## config.mk

```make
export PLATFORM = sky130hd
export DESIGN_NAME = spi_bus_monitor
export DESIGN_NICKNAME = d
export VERILOG_FILES = /design/src/rtl/spi_mon_pkg.sv /design/src/rtl/spi_mon_sync.sv /design/src/rtl/spi_mon_edge.sv /design/src/rtl/spi_mon_shift.sv /design/src/rtl/spi_bus_monitor.sv
export SDC_FILE = /design/constraint.sdc
export NUM_CORES = 1
export LEC_CHECK = 0
export BUFFER_PORTS_ARGS = -buffer_cell sky130_fd_sc_hd__buf_2
export CAP_MARGIN = 5
export CELL_PAD_IN_SITES_DETAIL_PLACEMENT = 0
export CELL_PAD_IN_SITES_GLOBAL_PLACEMENT = 2
export CORE_MARGIN = 5
export CORE_UTILIZATION = 39
export DETAILED_ROUTE_END_ITERATION = 16
export GPL_ROUTABILITY_DRIVEN = 1
export GPL_TIMING_DRIVEN = 1
export PLACE_DENSITY = 0.85
export SLEW_MARGIN = 25
export SYNTH_ARGS = -nofsm -noshare
export SYNTH_HDL_FRONTEND = slang
export SYNTH_HIERARCHICAL = 1
export SYNTH_SLANG_ARGS = --single-unit
```

## constraint.sdc

```tcl
create_clock -name clk -period 10.5 [get_ports clk]
set_input_delay 0.525 -clock clk [delete_from_list [all_inputs] [get_ports clk]]
set_output_delay 0.525 -clock clk [all_outputs]
set_load 0.01 [all_outputs]
```

## src/rtl/spi_mon_pkg.sv

```systemverilog
// Shared definitions for the SPI bus monitor.
// Assumes: nothing beyond the IEEE 1800-2017 language.
package spi_mon_pkg;

    // Which serial-clock transition carries data.
    typedef enum logic {
        EDGE_FALL = 1'b0,
        EDGE_RISE = 1'b1
    } edge_kind_e;

    // Lane positions inside the synchroniser vector.
    localparam int LN_CLK   = 0;
    localparam int LN_MOSI  = 1;
    localparam int LN_MISO  = 2;
    localparam int LN_SEL   = 3;
    localparam int LN_COUNT = 4;

    // Rising edge when polarity equals phase (modes 0 and 3), else falling.
    function automatic edge_kind_e sample_edge(input logic cpol, input logic cpha);
        return (cpol == cpha) ? EDGE_RISE : EDGE_FALL;
    endfunction

endpackage

```

## src/rtl/spi_mon_sync.sv

```systemverilog
// Two-flop synchroniser for a vector of asynchronous lines.
// Assumes: each lane is independent; rst_val gives the idle level each lane
// should hold during reset so that no false edge is seen afterwards.
module spi_mon_sync #(
    parameter int WIDTH = 4
) (
    input  logic             clk,
    input  logic             rst_n,
    input  logic [WIDTH-1:0] rst_val,
    input  logic [WIDTH-1:0] async_in,
    output logic [WIDTH-1:0] sync_out
);

    for (genvar g = 0; g < WIDTH; g++) begin : g_lane
        logic meta_q;
        logic stab_q;

        // Two-stage capture of one lane.
        always_ff @(posedge clk) begin
            if (!rst_n) begin
                meta_q <= rst_val[g];
                stab_q <= rst_val[g];
            end else begin
                meta_q <= async_in[g];
                stab_q <= meta_q;
            end
        end

        assign sync_out[g] = stab_q;
    end

endmodule

```

## src/rtl/spi_mon_edge.sv

```systemverilog
// Edge finder: detects the data-carrying serial clock edge and select changes.
// Assumes: inputs are already synchronised; configuration is static after reset.
module spi_mon_edge
    import spi_mon_pkg::*;
(
    input  logic clk,
    input  logic rst_n,
    input  logic line_clk,
    input  logic line_sel,
    input  logic cfg_cpol,
    input  logic cfg_cpha,
    input  logic cfg_sel_present,
    input  logic cfg_sel_act_high,
    output logic bit_stb,
    output logic sel_chg,
    output logic sel_drop,
    output logic sel_prev
);

    logic       clk_q;
    logic       sel_q;
    edge_kind_e kind;

    // Remember last sampled clock and select levels.
    always_ff @(posedge clk) begin
        if (!rst_n) begin
            clk_q <= cfg_cpol;
            sel_q <= ~cfg_sel_act_high;
        end else begin
            clk_q <= line_clk;
            sel_q <= line_sel;
        end
    end

    // Classify the current sample against the previous one.
    always_comb begin
        kind     = sample_edge(cfg_cpol, cfg_cpha);
        bit_stb  = (line_clk != clk_q) &&
                   ((kind == EDGE_RISE) ? line_clk : !line_clk);
        sel_chg  = cfg_sel_present && (line_sel != sel_q);
        sel_drop = sel_chg && (line_sel == ~cfg_sel_act_high);
        sel_prev = sel_q;
    end

endmodule

```

## src/rtl/spi_mon_shift.sv

```systemverilog
// Word assembler: places bits into both data words, tracks first-bit index,
// pending warning and completion.
// Assumes: 1 <= cfg_word_len <= MAX_W; configuration static after reset.
module spi_mon_shift #(
    parameter int MAX_W = 16,
    parameter int IDX_W = 24,
    localparam int LEN_W = $clog2(MAX_W + 1)
) (
    input  logic             clk,
    input  logic             rst_n,
    input  logic             bit_stb,
    input  logic             sel_chg,
    input  logic             sel_drop,
    input  logic             mosi_bit,
    input  logic             miso_bit,
    input  logic             cfg_lsb_first,
    input  logic [LEN_W-1:0] cfg_word_len,
    input  logic             cfg_mosi_present,
    input  logic             cfg_miso_present,
    input  logic [IDX_W-1:0] sample_idx,
    output logic             word_done,
    output logic [MAX_W-1:0] word_mosi,
    output logic [MAX_W-1:0] word_miso,
    output logic             word_warn,
    output logic [IDX_W-1:0] word_dur
);

    logic [LEN_W-1:0] cnt_q, base_cnt, slot;
    logic [MAX_W-1:0] mo_q, mi_q, mo_base, mi_base, mo_next, mi_next;
    logic [IDX_W-1:0] first_q, first_now;
    logic             warn_q, warn_now;

    // Next word contents, completion and duration for this sample.
    always_comb begin
        base_cnt = sel_chg ? '0 : cnt_q;
        mo_base  = sel_chg ? '0 : mo_q;
        mi_base  = sel_chg ? '0 : mi_q;
        slot     = cfg_lsb_first ? base_cnt
                                 : (cfg_word_len - LEN_W'(1) - base_cnt);
        mo_next  = mo_base;
        mi_next  = mi_base;
        for (int i = 0; i < MAX_W; i++) begin
            if (slot == LEN_W'(i)) begin
                if (cfg_mosi_present) mo_next[i] = mosi_bit;
                if (cfg_miso_present) mi_next[i] = miso_bit;
            end
        end
        first_now = (base_cnt == '0) ? sample_idx : first_q;
        warn_now  = warn_q | (sel_drop && (cnt_q != '0));
        word_done = bit_stb && ((base_cnt + LEN_W'(1)) == cfg_word_len);
        word_mosi = mo_next;
        word_miso = mi_next;
        word_warn = warn_now;
        word_dur  = sample_idx - first_now + IDX_W'(1);
    end

    // Advance counter and partial words; clear on completion or select change.
    always_ff @(posedge clk) begin
        if (!rst_n) begin
            cnt_q   <= '0;
            mo_q    <= '0;
            mi_q    <= '0;
            first_q <= '0;
            warn_q  <= 1'b0;
        end else begin
            if (bit_stb) begin
                first_q <= first_now;
                if (word_done) begin
                    cnt_q <= '0;
                    mo_q  <= '0;
                    mi_q  <= '0;
                end else begin
                    cnt_q <= base_cnt + LEN_W'(1);
                    mo_q  <= mo_next;
                    mi_q  <= mi_next;
                end
            end else if (sel_chg) begin
                cnt_q <= '0;
                mo_q  <= '0;
                mi_q  <= '0;
            end
            warn_q <= word_done ? 1'b0 : warn_now;
        end
    end

endmodule

```

## src/rtl/spi_bus_monitor.sv

```systemverilog
// Passive SPI bus monitor: synchronises the bus lines, finds sampling edges,
// assembles words and offers one record per word plus select-change events.
// Assumes: configuration inputs are set during reset and held afterwards;
// at least one data line is marked present.
module spi_bus_monitor
    import spi_mon_pkg::*;
#(
    parameter int MAX_W = 16,
    parameter int IDX_W = 24,
    localparam int LEN_W = $clog2(MAX_W + 1)
) (
    input  logic             clk,
    input  logic             rst_n,
    input  logic             bus_clk_i,
    input  logic             bus_mosi_i,
    input  logic             bus_miso_i,
    input  logic             bus_sel_i,
    input  logic             cfg_cpol,
    input  logic             cfg_cpha,
    input  logic             cfg_lsb_first,
    input  logic [LEN_W-1:0] cfg_word_len,
    input  logic             cfg_sel_act_high,
    input  logic             cfg_sel_present,
    input  logic             cfg_mosi_present,
    input  logic             cfg_miso_present,
    output logic             rec_valid,
    input  logic             rec_ready,
    output logic [MAX_W-1:0] rec_mosi,
    output logic [MAX_W-1:0] rec_miso,
    output logic             rec_mosi_ok,
    output logic             rec_miso_ok,
    output logic             rec_warn,
    output logic [IDX_W-1:0] rec_dur,
    output logic             evt_valid,
    output logic             evt_old,
    output logic             evt_new,
    output logic             overflow
);

    logic [LN_COUNT-1:0] raw_v, idle_v, syn_v;
    logic [IDX_W-1:0]    idx_q;
    logic                bit_stb, sel_chg, sel_drop, sel_prev;
    logic                word_done, word_warn;
    logic [MAX_W-1:0]    word_mosi, word_miso;
    logic [IDX_W-1:0]    word_dur;

    // Gather lines and their idle levels into lane vectors.
    always_comb begin
        raw_v[LN_CLK]   = bus_clk_i;
        raw_v[LN_MOSI]  = bus_mosi_i;
        raw_v[LN_MISO]  = bus_miso_i;
        raw_v[LN_SEL]   = bus_sel_i;
        idle_v[LN_CLK]  = cfg_cpol;
        idle_v[LN_MOSI] = 1'b0;
        idle_v[LN_MISO] = 1'b0;
        idle_v[LN_SEL]  = ~cfg_sel_act_high;
    end

    spi_mon_sync #(.WIDTH(LN_COUNT)) sync_i (
        .clk      (clk),
        .rst_n    (rst_n),
        .rst_val  (idle_v),
        .async_in (raw_v),
        .sync_out (syn_v)
    );

    spi_mon_edge edge_i (
        .clk              (clk),
        .rst_n            (rst_n),
        .line_clk         (syn_v[LN_CLK]),
        .line_sel         (syn_v[LN_SEL]),
        .cfg_cpol         (cfg_cpol),
        .cfg_cpha         (cfg_cpha),
        .cfg_sel_present  (cfg_sel_present),
        .cfg_sel_act_high (cfg_sel_act_high),
        .bit_stb          (bit_stb),
        .sel_chg          (sel_chg),
        .sel_drop         (sel_drop),
        .sel_prev         (sel_prev)
    );

    spi_mon_shift #(.MAX_W(MAX_W), .IDX_W(IDX_W)) shift_i (
        .clk              (clk),
        .rst_n            (rst_n),
        .bit_stb          (bit_stb),
        .sel_chg          (sel_chg),
        .sel_drop         (sel_drop),
        .mosi_bit         (syn_v[LN_MOSI]),
        .miso_bit         (syn_v[LN_MISO]),
        .cfg_lsb_first    (cfg_lsb_first),
        .cfg_word_len     (cfg_word_len),
        .cfg_mosi_present (cfg_mosi_present),
        .cfg_miso_present (cfg_miso_present),
        .sample_idx       (idx_q),
        .word_done        (word_done),
        .word_mosi        (word_mosi),
        .word_miso        (word_miso),
        .word_warn        (word_warn),
        .word_dur         (word_dur)
    );

    // Free-running sample index in system cycles.
    always_ff @(posedge clk) begin
        if (!rst_n) idx_q <= '0;
        else        idx_q <= idx_q + IDX_W'(1);
    end

    // Select-change event register, one cycle per change.
    always_ff @(posedge clk) begin
        if (!rst_n) begin
            evt_valid <= 1'b0;
            evt_old   <= 1'b0;
            evt_new   <= 1'b0;
        end else begin
            evt_valid <= sel_chg;
            evt_old   <= sel_prev;
            evt_new   <= syn_v[LN_SEL];
        end
    end

    // Record register with valid/ready hold and sticky overflow.
    always_ff @(posedge clk) begin
        if (!rst_n) begin
            rec_valid   <= 1'b0;
            rec_mosi    <= '0;
            rec_miso    <= '0;
            rec_mosi_ok <= 1'b0;
            rec_miso_ok <= 1'b0;
            rec_warn    <= 1'b0;
            rec_dur     <= '0;
            overflow    <= 1'b0;
        end else if (word_done) begin
            if (rec_valid && !rec_ready) begin
                overflow <= 1'b1;
            end else begin
                rec_valid   <= 1'b1;
                rec_mosi    <= cfg_mosi_present ? word_mosi : '0;
                rec_miso    <= cfg_miso_present ? word_miso : '0;
                rec_mosi_ok <= cfg_mosi_present;
                rec_miso_ok <= cfg_miso_present;
                rec_warn    <= word_warn;
                rec_dur     <= word_dur;
            end
        end else if (rec_valid && rec_ready) begin
            rec_valid <= 1'b0;
        end
    end

endmodule

```

### After elaboration in Yosys (flattened, before gate mapping)

Cells that the tools add are included.

* register bits: 160
* input bits: 19
* word-level logic and storage cells: 163

* add/sub/neg operators: 6
* eq/ne operators: 21
* multiplexer cells: 88
* bitwise gates (word level): 4
* reduce and logical (&&, ||, !) cells: 17

Operators with widths (number)
* two-way mux 16 bit: 8
* two-way mux 1 bit: 75
* adder 24 x 1 -> 24 bit, second input constant: 2
* equality test 5 x 4 -> 1 bit, second input constant: 8
* two-way mux 24 bit: 1
* subtractor 24 bit: 1
* equality test 5 x 3 -> 1 bit, second input constant: 4
* two-way mux 5 bit: 4
* equality test 5 x 2 -> 1 bit, second input constant: 2
* logical NOT 5 bit: 2
* logical AND 1 bit: 7
* AND reduction 2 bit: 3
* adder 5 x 1 -> 5 bit, second input constant: 1
* equality test 5 x 1 -> 1 bit, second input constant: 1
* equality test 5 bit: 1
* nonzero test 5 bit: 1
* subtractor 5 x 1 -> 5 bit, second input constant: 1
* subtractor 5 bit: 1
* NOT 1 bit: 3
* equality test 1 bit: 2
* logical NOT 1 bit: 2
* != test 1 bit: 2
* != test 2 bit, second input constant: 1
* nonzero test 2 bit: 1
* other kinds (2): 2

### Depth between registers and ports, before layout

* depth after elaboration: 9
* gate-level depth with buffers: 23

### Hierarchy

Netlist, hierarchy kept.

By module, submodules not included
* spi_mon_shift: times used 1, cells an instance 729, area an instance 5685.5 um^2, seq. area each 1241.2 um^2
* spi_bus_monitor: times used 1, cells an instance 403, area an instance 3334.4 um^2, seq. area each 1761.7 um^2
* spi_mon_sync: times used 1, cells an instance 21, area an instance 321.6 um^2, seq. area each 160.2 um^2
* spi_mon_edge: times used 1, cells an instance 14, area an instance 135.1 um^2, seq. area each 40.0 um^2

### Least setup slack after synthesis

OpenSTA, ideal clock, no wires.

* path kind: register to register
* start point: register sync_i.g_lane[3].stab_q
* end point: register rec_dur[23]
* data arrival time: 4973 ps
* data required time: 10430 ps
* slack: 5456 ps
* stages on the path, launching flop included: 24
* path buffers: 7
* period minus slack after synthesis: 5044 ps
* path through: dfxtp_1 -> buf_4 -> xor2_1 -> and2_1 -> buf_2 -> clkbuf_1 -> nand2b_1 -> ha_1 -> o21a_1 -> clkbuf_1 -> buf_1 -> buf_2 -> mux2i_1 -> ha_1 -> ha_1 -> and2_1 -> clkbuf_1 -> a22o_1 -> a31oi_1 -> a31oi_1 -> or4_1 -> nand4_1 -> nand2_1 -> a21oi_1

* word-level cells in the longest chain between the ends: 7
* elaborated cells on any way between the ends: 11
* classes of those cells: add/sub (3); eq/ne (2); mux (2); reduce/logical (4)

Ends and longest elaborated chain
* start: declaration: line spi_mon_sync.sv:16 `logic stab_q;`
* start signal: assignment: line spi_mon_sync.sv:22 `stab_q <= rst_val[g];`
* start signal: assignment: line spi_mon_sync.sv:25 `stab_q <= meta_q;`
* != test 1 bit: line spi_mon_edge.sv:40 `sel_chg = cfg_sel_present && (line_sel != sel_q);`
* logical AND 1 bit: line spi_mon_edge.sv:40
* via sel_chg: line spi_bus_monitor.sv:42 `logic bit_stb, sel_chg, sel_drop, sel_prev;`
* two-way mux 5 bit
* logical NOT 5 bit: line spi_mon_shift.sv:48 `first_now = (base_cnt == '0) ? sample_idx : first_q;`
* two-way mux 24 bit: line spi_mon_shift.sv:48
* subtractor 24 bit: line spi_mon_shift.sv:54 `word_dur = sample_idx - first_now + IDX_W'(1);`
* adder 24 x 1 -> 24 bit: line spi_mon_shift.sv:54
* via word_dur[23]: line spi_bus_monitor.sv:45 `logic [IDX_W-1:0] word_dur;`
* end signal: assignment: line spi_bus_monitor.sv:142 `rec_dur <= word_dur;`
* end: declaration: line spi_bus_monitor.sv:33 `output logic [IDX_W-1:0] rec_dur,`

The timed path passes the listed nets, and every way through them passes these cells.
A chain may end at the register's enable or synchronous reset.

### Worst setup path in the final report

Same ends and word-level chain as after synthesis.

==> report_table.html <==
<table>
<tr><th>Metric</th><th>Value</th></tr>
<tr><th colspan="2">Global route</th></tr>
<tr><td>Via count of the first global-routing pass</td><td>8254</td></tr>
<tr><td>GRT Resource Usage Total</td><td>between 10% and 20%</td></tr>
<tr><td>First-pass GRT wire length</td><td>42980 µm</td></tr>
<tr><td>Maximum number of pins on one net before global-route repair</td><td>80</td></tr>
<tr><td>Global route overflow</td><td>0</td></tr>
<tr><td>Antenna violations before repair</td><td>0</td></tr>
<tr><th colspan="2">Power</th></tr>
<tr><td>Share of total power in combinational logic</td><td>between 15 and 20%</td></tr>
<tr><td>Reported net switching power</td><td>0.0004489 W</td></tr>
<tr><td>Fraction of power consumed by the clock network</td><td>slightly above 40%</td></tr>
<tr><td>VDD IR max</td><td>0.08666 mV</td></tr>
<tr><td>Total internal power</td><td>0.001050 W</td></tr>
<tr><td>Register share of total power</td><td>about two fifths</td></tr>
<tr><td>Total chip power</td><td>0.001499 W</td></tr>
<tr><td>Power density normalized to cell area</td><td>~140 mW/mm²</td></tr>
<tr><td>P_leak</td><td>4.649 nW</td></tr>
<tr><td>Sw frac</td><td>29.95%</td></tr>
<tr><th colspan="2">Synthesis</th></tr>
<tr><td>Yosys warning total</td><td>6</td></tr>
<tr><td>Dominant combinational cell family by area after synthesis</td><td>simple AND/OR/NAND/NOR gates</td></tr>
<tr><td>Share of synthesized cell area in full adder, half adder and majority cells</td><td>7.288%</td></tr>
<tr><td>Unique cell type count in the Yosys netlist</td><td>76</td></tr>
<tr><td>Mapped Area</td><td>0.009477 mm²</td></tr>
<tr><td>Register bit total from synthesis</td><td>160</td></tr>
<tr><td>Main flop type after synthesis</td><td>dfxtp_1</td></tr>
<tr><td>Xor/xnor share of the synthesized area</td><td>3.420%</td></tr>
<tr><td>Number of enable flip-flop cells after synthesis</td><td>0</td></tr>
<tr><td>Post-synthesis compound-gate area fraction</td><td>between 20% and 30%</td></tr>
<tr><td>Count of mapped cells out of synthesis</td><td>about 1200</td></tr>
<tr><td>Multiplexer fraction of the synthesized cell area</td><td>5.268%</td></tr>
<tr><td>Share of synthesized area occupied by flip-flops and latches</td><td>about 34%</td></tr>
<tr><td>Simple-Gate Fraction of Synth Area</td><td>about 23%</td></tr>
<tr><td>Mean Syn Cell Area</td><td>about 8.1 µm²</td></tr>
<tr><td>Asr flop ratio synth</td><td>0%</td></tr>
<tr><th colspan="2">CTS</th></tr>
<tr><td>Post-CTS Hold Buffers</td><td>0</td></tr>
<tr><td>Clock root cell</td><td>clkbuf_16</td></tr>
<tr><td>Clock transition at path regs</td><td>0.07 ns</td></tr>
<tr><td>TritonCTS clock tree</td><td>done</td></tr>
<tr><td>Sink Count</td><td>160</td></tr>
<tr><td>Number of buffers added for setup after CTS</td><td>0</td></tr>
<tr><td>CTS buffer count</td><td>17</td></tr>
<tr><td>Clock latency of the later-clocked register in the worst-skew pair</td><td>0.43 ns</td></tr>
<tr><td>Post-CTS Resized</td><td>0</td></tr>
<tr><td>Depth of the CTS H-tree</td><td>4</td></tr>
<tr><td>Maximum root-to-sink buffer count</td><td>2</td></tr>
<tr><th colspan="2">Final layout</th></tr>
<tr><td>Final #Nets</td><td>approximately 1300</td></tr>
<tr><td>Leading cell types in the layout, fill and taps excluded</td><td>nand2_1, dfxtp_1, a21oi_1</td></tr>
<tr><td>Number of fill cells</td><td>2524</td></tr>
<tr><td>Area growth from synthesis to layout</td><td>12.97%</td></tr>
<tr><td>Area of the multi-input gates</td><td>0.005891 mm²</td></tr>
<tr><td>Register area</td><td>~0.0032 mm²</td></tr>
<tr><td>Fraction of layout instances using a drive strength above 1</td><td>14.74%</td></tr>
<tr><td>Count of inserted antenna diode cells</td><td>0</td></tr>
<tr><td>Most frequent standard cell in the layout excluding fill and tap cells</td><td>nand2_1</td></tr>
<tr><th colspan="2">Placement</th></tr>
<tr><td>Number of buffers added on ports</td><td>between 80 and 90</td></tr>
<tr><td>Routability Congestion</td><td>0.8014</td></tr>
<tr><td>Half-perimeter wire length after detailed placement</td><td>16950 µm</td></tr>
<tr><th colspan="2">Critical path</th></tr>
<tr><td>FF-to-FF setup slack</td><td>5.68 ns</td></tr>
<tr><td>Crit path capture type</td><td>flop</td></tr>
<tr><td>Critical path arrival</td><td>5.17 ns</td></tr>
<tr><td>CP required</td><td>10.85 ns</td></tr>
<tr><td>Crit path launch type</td><td>flop</td></tr>
<tr><td>Sequence of cells on the critical path</td><td>xor2_1 -&gt; and2_1 -&gt; buf_4 -&gt; nand2b_1 -&gt; ha_1 -&gt; o21a_1 -&gt; buf_4 -&gt; mux2i_1 -&gt; ha_1 -&gt; ha_1 -&gt; and2_1 -&gt; a22o_1 -&gt; a31oi_1 -&gt; a31oi_1 -&gt; or4_1 -&gt; nand4_1 -&gt; nand2_1 -&gt; a21oi_1</td></tr>
<tr><td>Delay contributed by the slowest stage of the critical path</td><td>slightly below 0.5 ns</td></tr>
<tr><td>Standard cell with the maximum stage delay on the critical path</td><td>or4_1</td></tr>
<tr><td>Critical Path Fanout Max</td><td>47</td></tr>
<tr><td>Crit-path most repeated cell</td><td>ha_1</td></tr>
<tr><td>Classification of the worst setup path</td><td>reg -&gt; reg</td></tr>
<tr><th colspan="2">Route</th></tr>
<tr><td>Routed len/inst</td><td>16.54 µm</td></tr>
<tr><td>Drt via density</td><td>5.455</td></tr>
<tr><td>Count of antenna-violating nets left after detailed routing</td><td>0</td></tr>
<tr><td>Number of vias after detailed routing</td><td>roughly 8400</td></tr>
<tr><td>Final routed DRC violation total</td><td>0</td></tr>
<tr><td>DR pass1 iterations</td><td>5</td></tr>
<tr><td>Detailed-route wire length</td><td>~26000 µm</td></tr>
<tr><td>Drt initial violations</td><td>between 500 and 600</td></tr>
<tr><th colspan="2">Die</th></tr>
<tr><td>Row count</td><td>57</td></tr>
<tr><td>I/O pin total</td><td>83</td></tr>
<tr><td>Die Width</td><td>~170 µm</td></tr>
<tr><td>Starting Density</td><td>approximately two fifths</td></tr>
<tr><td>Area enclosed by the die boundary</td><td>0.02752 mm²</td></tr>
<tr><td>Core area</td><td>between 0.02 and 0.025 mm²</td></tr>
<tr><td>Chip Height</td><td>165.9 µm</td></tr>
<tr><th colspan="2">Worst hold path</th></tr>
<tr><td>Class of the worst hold path</td><td>in -&gt; reg</td></tr>
<tr><th colspan="2">Status</th></tr>
<tr><td>Status</td><td>completed</td></tr>
<tr><th colspan="2">Timing</th></tr>
<tr><td>Final max-slew violation count</td><td>0</td></tr>
<tr><td>Final hold violations</td><td>0</td></tr>
<tr><td>Total negative slack for setup checks</td><td>0 ns</td></tr>
<tr><td>Period utilisation layout</td><td>45.86%</td></tr>
<tr><td>F_max</td><td>207.7 MHz</td></tr>
<tr><td>Worst slew margin relative to its limit</td><td>between 30 and 40%</td></tr>
<tr><td>Shortest period the worst path allows</td><td>4.816 ns</td></tr>
<tr><td>Unrepaired setup endpoints after global routing</td><td>false</td></tr>
<tr><td>Setup-violating endpoint count in the final report</td><td>0</td></tr>
<tr><td>Worst Tran Pin Value</td><td>0.9075 ns</td></tr>
<tr><td>Worst clock skew</td><td>~0.011 ns</td></tr>
<tr><th colspan="2">Job</th></tr>
<tr><td>Maximum Capacitance Violations</td><td>0</td></tr>
</table>
registers in the layout (all words and copies together) (netlist names):
name                  count
shift_i/mi_q             16
sync_i/g_lane.stab_q      4
rec_valid                 1
overflow                  1
idx_q                    24
evt_new                   1
shift_i/cnt_q             5
evt_valid                 1
shift_i/first_q          24
shift_i/warn_q            1
rec_miso_ok               1
rec_mosi                 16
shift_i/mo_q             16
edge_i/sel_prev           1
rec_miso                 16
edge_i/clk_q              1
rec_warn                  1
rec_mosi_ok               1
sync_i/g_lane.meta_q      4
rec_dur                  24
evt_old                   1
worst max-delay path: cells and delay by family, from the launching register on:
family          cells  cell delay [ns]
xor+xnor            1             0.15
simple gates        6             1.31
flops               1             0.39
mux                 1             0.24
buf+inv             2             0.75
fa+ha+maj           3             0.77
compound gates      5             1.07
synthesized netlist by cell type (23+ instances only):
library cell / number / area, µm²
nor2_1: 48 / 180.2
inv_1: 23 / 86.33
o21ai_0: 30 / 150.1
mux2i_1: 30 / 300.3
a21oi_1: 112 / 560.5
dfxtp_1: 160 / 3203
ha_1: 52 / 650.6
nand3_1: 64 / 320.3
nand2b_1: 38 / 237.7
nand2_1: 203 / 762.0
clkbuf_1: 55 / 206.5
o211ai_1: 26 / 195.2
final timing paths:
| check | start | end | cells past startpoint |
|---|---|---|---|
| max reg2reg | sync_i/g_lane[3].stab_q | rec_dur[23] | 18 |
| max | sync_i/g_lane[3].stab_q | rec_dur[23] | 18 |
| min | cfg_sel_act_high | edge_i/sel_prev | 2 |
| min reg2reg | rec_mosi[0] | rec_mosi[0] | 2 |
logic make-up after synthesis:
group	after synthesis
and+or+nand+nor	458
adders and majority gates	54
other	1
buffers and inverters	105
muxes	45
DFF	160
xor gates and xnor gates	37
AOI/OAI and AO/OA	307
routing by layer:
layer | global-route usage (%) | wire length, µm
met4 | 4.519 | 295
met3 | 3.499 | 863
met5 | 0 | 0
met1 | 25.76 | 12840
met2 | 29.72 | 11560
power groups by stage:
stage | Clock [W] | Combinational, W | Sequential, W
CTS | 0.000636 | 0.000250 | 0.000630
global placement | 0 | 0.000249 | 0.000643
global route | 0.000664 | 0.000276 | 0.000632
floorplan | 0 | 0.000184 | 0.000639
finish | 0.000620 | 0.000249 | 0.000630
detailed placement | 0 | 0.000248 | 0.000644
per-stage QoR:
step                      cells  hold WS, ns  utilization [%]  area, µm²  setup slack (ns)
after detailed placement   1512       0.4422            42.00      10120             5.599
final                      1545       0.3147            44.41      10710             5.684
after floorplan            1170       0.4363                -       9488             5.456
after CTS                  1544       0.2970            44.36      10690             5.657
after global placement     1512       0.4359            41.99      10120             5.676
after global routing       1545       0.3043            44.41      10710             5.177
area by class of cell:
type / count / area share, %
Clock buffer: 18 / 4.102
Multi-Input combinational cell: 905 / 55.03
Tap cell: 324 / 3.787
Sequential cell: 160 / 29.92
Inverter: 25 / 0.8766
Clock inverter: 14 / 1.227
Timing Repair Buffer: 99 / 5.061
Note: power is estimated with default switching activity, not from simulation.
